File: src/rtl/keyed_wdt.sv
module keyed_wdt #(
  parameter int          PSC_W    = 8,
  parameter int          PSC_RST  = 15,
  parameter logic [15:0] KEY_ARM  = 16'hA5C6,
  parameter logic [15:0] KEY_SVC  = 16'hDA7E
) (
  input  logic        clk,
  input  logic        rst_n,
  input  logic        wr_en,
  input  logic        rd_en,
  input  logic [2:0]  addr,
  input  logic [31:0] wdata,
  output logic [31:0] rdata,
  output logic        wd_rst
);
  localparam int DW = 32;
  localparam int CW = 2 * DW;
  localparam logic [2:0] A_SETUP = 3'd0, A_RUN = 3'd1, A_CLO = 3'd2, A_CHI = 3'd3,
                         A_PLO = 3'd4, A_PHI = 3'd5, A_KEY = 3'd6;
  localparam logic [1:0] MODE_WD = 2'd2, RUN_CONT = 2'd2;

  logic [1:0]       mode, run;
  logic [PSC_W-1:0] psc_div, psc_cnt;
  logic [CW-1:0]    cnt, per;
  logic [DW-1:0]    hi_snap, rd_mux;
  logic             wd_en, wd_to, key_stage;

  wire wr_key  = wr_en && addr == A_KEY;
  wire key_arm = wr_key && wdata[14] && wdata[31:16] == KEY_ARM;
  wire key_svc = wr_key && wdata[14] && wdata[31:16] == KEY_SVC && key_stage && mode == MODE_WD;
  wire running = run == RUN_CONT;
  wire tick    = running && psc_cnt == psc_div;
  wire expire  = tick && wd_en && cnt == per;
  wire open_wr = wr_en && !wd_en;

  always_comb begin
    rd_mux = '0;
    case (addr)
      A_SETUP: begin rd_mux[8 +: PSC_W] = psc_div; rd_mux[3:2] = mode; end
      A_RUN:   rd_mux[23:22] = run;
      A_CLO:   rd_mux = cnt[DW-1:0];
      A_CHI:   rd_mux = hi_snap;
      A_PLO:   rd_mux = per[DW-1:0];
      A_PHI:   rd_mux = per[CW-1:DW];
      A_KEY:   begin rd_mux[15] = wd_to; rd_mux[14] = wd_en; end
      default: rd_mux = '0;
    endcase
  end

  always_ff @(posedge clk or negedge rst_n) begin
    if (!rst_n) begin
      mode <= '0; run <= '0; psc_div <= PSC_W'(PSC_RST); psc_cnt <= '0;
      cnt <= '0; per <= '0; hi_snap <= '0; rdata <= '0;
      wd_en <= 1'b0; wd_to <= 1'b0; key_stage <= 1'b0; wd_rst <= 1'b0;
    end else begin
      wd_rst <= 1'b0;
      if (wr_key) key_stage <= key_arm;
      if (key_svc) wd_en <= 1'b1;

      if (key_svc)      psc_cnt <= '0;
      else if (running) psc_cnt <= tick ? '0 : psc_cnt + 1'b1;

      if (key_svc)                      cnt <= '0;
      else if (open_wr && addr == A_CLO) cnt[DW-1:0] <= wdata;
      else if (open_wr && addr == A_CHI) cnt[CW-1:DW] <= wdata;
      else if (expire) begin
        cnt    <= '0;
        wd_rst <= 1'b1;
        wd_to  <= 1'b1;
      end else if (tick) cnt <= cnt + 1'b1;

      if (open_wr && addr == A_SETUP) begin
        mode    <= wdata[3:2];
        psc_div <= wdata[8 +: PSC_W];
      end
      if (wr_en && addr == A_RUN)   run <= wdata[23:22];
      if (open_wr && addr == A_PLO) per[DW-1:0] <= wdata;
      if (open_wr && addr == A_PHI) per[CW-1:DW] <= wdata;

      if (rd_en) begin
        rdata <= rd_mux;
        if (addr == A_CLO) hi_snap <= cnt[CW-1:DW];
      end
    end
  end

  a_r6_enable_sticky: assert property (@(posedge clk) disable iff (!rst_n) wd_en |=> wd_en);
  a_r7_flag_sticky:   assert property (@(posedge clk) disable iff (!rst_n) wd_to |=> wd_to);
  a_r7_pulse_flags:   assert property (@(posedge clk) disable iff (!rst_n) wd_rst |-> wd_to && cnt == '0);
  a_r8_limit_locked:  assert property (@(posedge clk) disable iff (!rst_n) wd_en |=> $stable(per) && $stable(mode));
  a_r11_no_rst_idle:  assert property (@(posedge clk) disable iff (!rst_n) !wd_en |=> !wd_rst);
  a_r4_arm_clears:    assert property (@(posedge clk) disable iff (!rst_n) $rose(wd_en) |-> cnt == '0);
endmodule

File: config.mk
export PLATFORM = sky130hd
export DESIGN_NAME = keyed_wdt
export DESIGN_NICKNAME = d
export VERILOG_FILES = /design/src/rtl/keyed_wdt.sv
export SDC_FILE = /design/constraint.sdc
export NUM_CORES = 1
export LEC_CHECK = 0
export BUFFER_PORTS_ARGS = -buffer_cell sky130_fd_sc_hd__buf_2
export CORE_ASPECT_RATIO = 1.75
export CORE_UTILIZATION = 60
export DETAILED_ROUTE_END_ITERATION = 6
export PLACE_DENSITY = 0.86
export REMOVE_ABC_BUFFERS = 1
export SETUP_SLACK_MARGIN = 0.2
export SLEW_MARGIN = 20
export SYNTH_ARGS = -nofsm -noshare
export SYNTH_HDL_FRONTEND = slang
export SYNTH_SLANG_ARGS = --single-unit
File: constraint.sdc
create_clock -name clk -period 6.3 [get_ports clk]
set_input_delay 1.26 -clock clk [delete_from_list [all_inputs] [get_ports clk]]
set_output_delay 1.26 -clock clk [all_outputs]
set_load 0.02 [all_outputs]
## Word-level counts from Yosys, hierarchy flattened

Index checks and enable logic that the tools add are counted.

| word-level totals | value |
|---|---|
| output and inout port bits | 33 |
| flip-flop bits (word level) | 216 |
| input port bits | 39 |

| cells by class | value |
|---|---|
| bitwise gates (word level) | 3 |
| add/subtract/negate cells | 2 |
| equal/unequal tests | 14 |
| mux-type cells | 22 |
| reductions and logical operators | 25 |

Operator list:

| operator | count |
|---|---|
| $mux W64 | 3 |
| $mux W32 | 4 |
| $add A64 B1 Y64 const B | 1 |
| $eq A64 B64 Y1 | 1 |
| $eq A16 B16 Y1 const B | 2 |
| $pmux W8 S4 | 1 |
| $pmux W6 S5 | 1 |
| $mux W8 | 3 |
| $pmux W6 S4 | 1 |
| $pmux W2 S5 | 2 |
| $logic_and A1 B1 Y1 | 16 |
| $pmux W4 S4 | 1 |
| $pmux W2 S6 | 1 |
| $eq A3 B3 Y1 const B | 3 |
| $add A8 B1 Y8 const B | 1 |
| $eq A8 B8 Y1 | 1 |
| $pmux W2 S4 | 1 |
| $reduce_bool A4 Y1 | 2 |
| $eq A3 B2 Y1 const B | 2 |
| $reduce_and A2 Y1 | 3 |
| $eq A2 B2 Y1 const B | 2 |
| $mux W1 | 4 |
| $reduce_and A4 Y1 | 1 |
| $eq A3 B1 Y1 const B | 1 |
| 6 further kinds | 8 |

## Longest topological paths before layout

| depth | value |
|---|---|
| depth after elaboration | 8 |
| mapped depth | 11 |
| mapped depth without buffers | 8 |

## Worst setup path before layout

OpenSTA, ideal clock, no wires.

| timing path | value |
|---|---|
| path type | input-to-reg |
| from | input port addr[1] |
| to | register cnt[19] |
| required time | 6.213 ns |
| cell stages on the path | 10 |
| path slack | 3.297 ns |
| buffers on the path | 3 |
| library setup time | 0.087 ns |
| arrival | 2.917 ns |
| cells stage by stage | clkbuf_1 and3b_1 and2_1 clkbuf_1 nor2_1 nand3b_1 a21oi_4 buf_6 nand2_1 o211ai_1 |

| between the ends | value |
|---|---|
| longest elaborated chain between the ends | 8 |

Ends and longest elaborated chain:

| item | RTL line | text |
|---|---|---|
| start: declaration | 11 | `input logic [2:0] addr,` |
| $eq A3 B3 Y1 | 28 | `wire wr_key = wr_en && addr == A_KEY;` |
| $logic_and A1 B1 Y1 | 28 |  |
| $logic_and A1 B1 Y1 (4 in a row) | 30 | `wire key_svc = wr_key && wdata[14] && wdata[31:16] == KEY_SVC && key_stage && mode == MODE_WD;` |
| $ne A3 B3 Y1 (no line) or $reduce_bool A4 Y1 (tied branches) | n/a |  |
| $reduce_and A2 Y1 (no line) | n/a |  |
| end signal: indexed assignment | 64 | `else if (open_wr && addr == A_CLO) cnt[DW-1:0] <= wdata;` |
| end signal: indexed assignment | 65 | `else if (open_wr && addr == A_CHI) cnt[CW-1:DW] <= wdata;` |
| end signal: assignment | 70 | `end else if (tick) cnt <= cnt + 1'b1;` |
| end: declaration | 24 | `logic [CW-1:0] cnt, per;` |

Several ways; a longest one is shown, not always the timed one.
A chain may end at the register's enable or synchronous reset.

## Worst setup path after layout

| timing path | value |
|---|---|
| from | input port addr[0] |
| to | register cnt[56] |

| between the ends | value |
|---|---|
| longest elaborated chain between the ends | 8 |

Ends and longest elaborated chain:

| item | RTL line |
|---|---|
| $eq A3 B3 Y1 | 28 |
| $logic_and A1 B1 Y1 | 28 |
| $logic_and A1 B1 Y1 (4 in a row) | 30 |
| $ne A2 B2 Y1 (no line) or $reduce_bool A4 Y1 (tied branches) | n/a |
| $reduce_and A2 Y1 (no line) | n/a |

Several ways; a longest one is shown, not always the timed one. The select of a mux whose other input is x is not followed.

==> impl_metrics.ini <==
[clock_tree]
htreeDepth = 1
clk_path_buf_depth = 3
clk_latency_ns = 0.51
cts_tree = done
cts-root-buf = clkbuf_16
cts_repair_resize_count = 0
holdBufCountCts = 0
cts_made_buffers = 21
clock-sinks = 216
clk_pin_slew_ns = 0.07
postCtsSetupBuffers = 0

[detailed_routing]
viasPerCell = 7.042
route.detailed.drc = 0
drtPass1Iterations = 5
drt-initial-drc-count = 885
wl_per_cell_um = 28.05
ant_nets = 0
num_vias = 10690
wirelength_um = 42580

[min_path]
hp-class = flop to flop
whs_path_depth = 1

[setup_path]
critPathKind = primary input to flop
cp.arrival_ns = 4.33
crit_fanout = 30
r2r_cells = 7
crit_end = cnt[56]$_DFFE_PN0P_
required_ns = 6.64
rr_startpoint = cnt[19]$_DFFE_PN0P_
critPathMaxStageDelay_ns = 0.72
cp_slowest_cell = and2_1
r2r_slack_ns = 2.57
cp_common_cell = buf_4
crit_buf_inv = 4
worstSetupPathDepth = 9
cp-end-kind = flop
crit_family = buffers and inverters
startpoint = addr[0]
r2r-end = cnt[49]$_DFFE_PN0P_
cp_cell_sequence = buf_2, and3b_1, buf_4, and2_1, buf_4, o21bai_2, buf_4, a22oi_1, o21ai_0
critPathLaunchType = primary input

[power]
p_sw_frac = 0.3582
power_leakage_nw = 5.543
clkPwrFrac = 0.284
peakVddDrop_mv = 0.2931
power.total_w = 0.004577
seqPwrFrac = 0.473
p_comb_frac = 0.243
p_per_area_nw_per_um2 = 345.0
p_int_w = 0.002938
netSwitchingPower_w = 0.001639

[die]
die_h_um = 189.7
coreArea_um2 = 19740
chipWidth_um = 109.2
pin_count = 72
num_rows = 68
start_util = 0.6118
dieArea_um2 = 20720

[layout]
multiInputGateArea_um2 = 6056
final_cell_mix = 212 x dfrtp_1, 109 x mux2_2, 73 x inv_1
n_fill_cell = 1562
drive_gt1_frac = 0.1972
diodes = 0
register_area_um2 = 5410
final_common_cell = dfrtp_1
fin_nets = 1301
syn_to_final_growth_pct = 9.863

[logic_synthesis]
syn-cell-area_um2 = 12080
synth_cell_type_count = 62
synthFlopType = dfrtp_1
syn_inst = 1233
ys_seq_area_frac = 0.4480
async_reset_ff_frac = 1.000
synth_warnings = 0
synth-edff-count = 0
ys_seq_elements = 216
avgSynthCellArea_um2 = 9.794

[global_routing]
gr-usage-all-layers = 0.4242
antenna_found_initial = 0
grt_remaining_overflow = 0
grt_pass1_vias = 10590
grt_pass1_wl_um = 64100
grt_max_degree = 116

[timing]
slew_headroom = 0.2535
min_period_over_period = 0.6337
final_hold_viol_count = 0
fmax_ghz = 0.2505
fin_crit_ns = 3.992
worstMarginPinSlew_ns = 1.109
rsz0062_at_grt = false
finClkSkew_ns = 0.01613
slew_violations = 0
setup_viol = 0
fin_setup_tns_ns = 0

[place]
dp_hpwl_um = 31160
io_buffer_count = 71
globalplace.congestion = 1.033

[run_status]
status = completed

[run]
maxCapViolations = 0
[cell type report]
class	instances	area share
Timing Repair Buffer	89	0.04017
Clock inverter	7	0.008487
Tap cell	245	0.02310
Clock buffer	29	0.04338
Multi-Input combinational cell	859	0.4564
Inverter	73	0.02065
Sequential cell	216	0.4078
[logic make-up (layout without fill, tap and decap cells)]
family                   after synthesis  count (layout)  synth area share
buffers and inverters                158             198           0.05377
AND/OR/NAND/NOR                      357             357            0.1628
adder cells (fa/ha/maj)                2               2          0.002072
flip-flops                           216             216            0.4480
multiplexers                         113             113            0.1063
AO/OA/AOI/OAI                        314             314            0.1742
XOR/XNOR                              73              73           0.05294
[cell usage after synthesis, types with 3 or more instances]
cell type	number	area share
a31oi_1	9	0.0047
o2111ai_1	5	0.0036
a32oi_1	12	0.0087
nor3b_1	7	0.0044
nand4_1	31	0.016
or3_1	6	0.0031
buf_6	5	0.0047
nor2b_1	20	0.010
o22ai_1	28	0.015
and3_1	15	0.0078
dfrtp_1	212	0.44
a22oi_1	55	0.034
a22o_1	22	0.016
o21ai_0	48	0.020
mux2i_1	3	0.0025
buf_2	14	0.0058
nand2_1	60	0.019
or2_2	4	0.0021
or2b_1	3	0.0019
a211oi_1	6	0.0037
clkbuf_1	59	0.018
inv_1	73	0.023
nand3_1	45	0.019
a21o_1	3	0.0019
nand2b_1	13	0.0067
buf_1	6	0.0019
nand4b_1	6	0.0044
xor2_1	61	0.044
a221oi_1	30	0.022
dfstp_2	4	0.0087
nor4_1	33	0.017
and2_1	6	0.0031
xnor2_1	12	0.0087
o211ai_1	7	0.0044
nor2_1	65	0.020
nor3_1	26	0.011
a2111oi_0	4	0.0029
mux2_2	109	0.10
a21oi_1	51	0.021
o21ai_1	26	0.011
[power by group through the flow]
stage	sequential (W)	combinational, W	clock (W)
after global placement	0.00215	0.00106	0
after global routing	0.00220	0.00119	0.00136
after floorplan	0.00204	0.000684	0
after CTS	0.00215	0.00109	0.00131
after detailed placement	0.00217	0.00108	0
final	0.00217	0.00111	0.00130
[worst min path at each step]
stage,to,start
after global placement,wd_to$_DFFE_PN0P_,wd_to$_DFFE_PN0P_
after global routing,wd_to$_DFFE_PN0P_,wd_to$_DFFE_PN0P_
after CTS,wd_to$_DFFE_PN0P_,wd_to$_DFFE_PN0P_
final,key_stage$_DFFE_PN0N_,key_stage$_DFFE_PN0N_
after floorplan,wd_to$_DFFE_PN0P_,wd_to$_DFFE_PN0P_
after detailed placement,wd_to$_DFFE_PN0P_,wd_to$_DFFE_PN0P_
[stage by stage]
stage / setup WS, ns / cell area, um2 / instances / utilization / hold slack [ns]
floorplan: 1.988 / 11700 / 1148 / - / 0.4304
global placement: 1.995 / 12540 / 1481 / 0.6355 / 0.4515
detailed placement: 1.849 / 12550 / 1481 / 0.6359 / 0.4575
CTS: 2.364 / 13240 / 1517 / 0.6708 / 0.4795
global route: 2.201 / 13270 / 1518 / 0.6722 / 0.5002
finish: 2.308 / 13270 / 1518 / 0.6722 / 0.4776
[registers in the layout, indices dropped and copies added (netlist names)]
register	flops
cnt	64
hi_snap	32
key_stage	1
mode	2
per	64
psc_cnt	8
psc_div	8
rdata	32
run	2
wd_en	1
wd_rst	1
wd_to	1
[layer usage]
layer,part of all wire,routed length (um),global-route usage,vias up
met5,0,0,0,-
met4,0.097,4148,0.3405,0
met3,0.072,3061,0.06612,196
met2,0.49,20760,0.6911,603
met1,0.34,14610,0.4856,5274
li1,-,-,-,4617
Note: power is estimated with default switching activity, not from simulation.
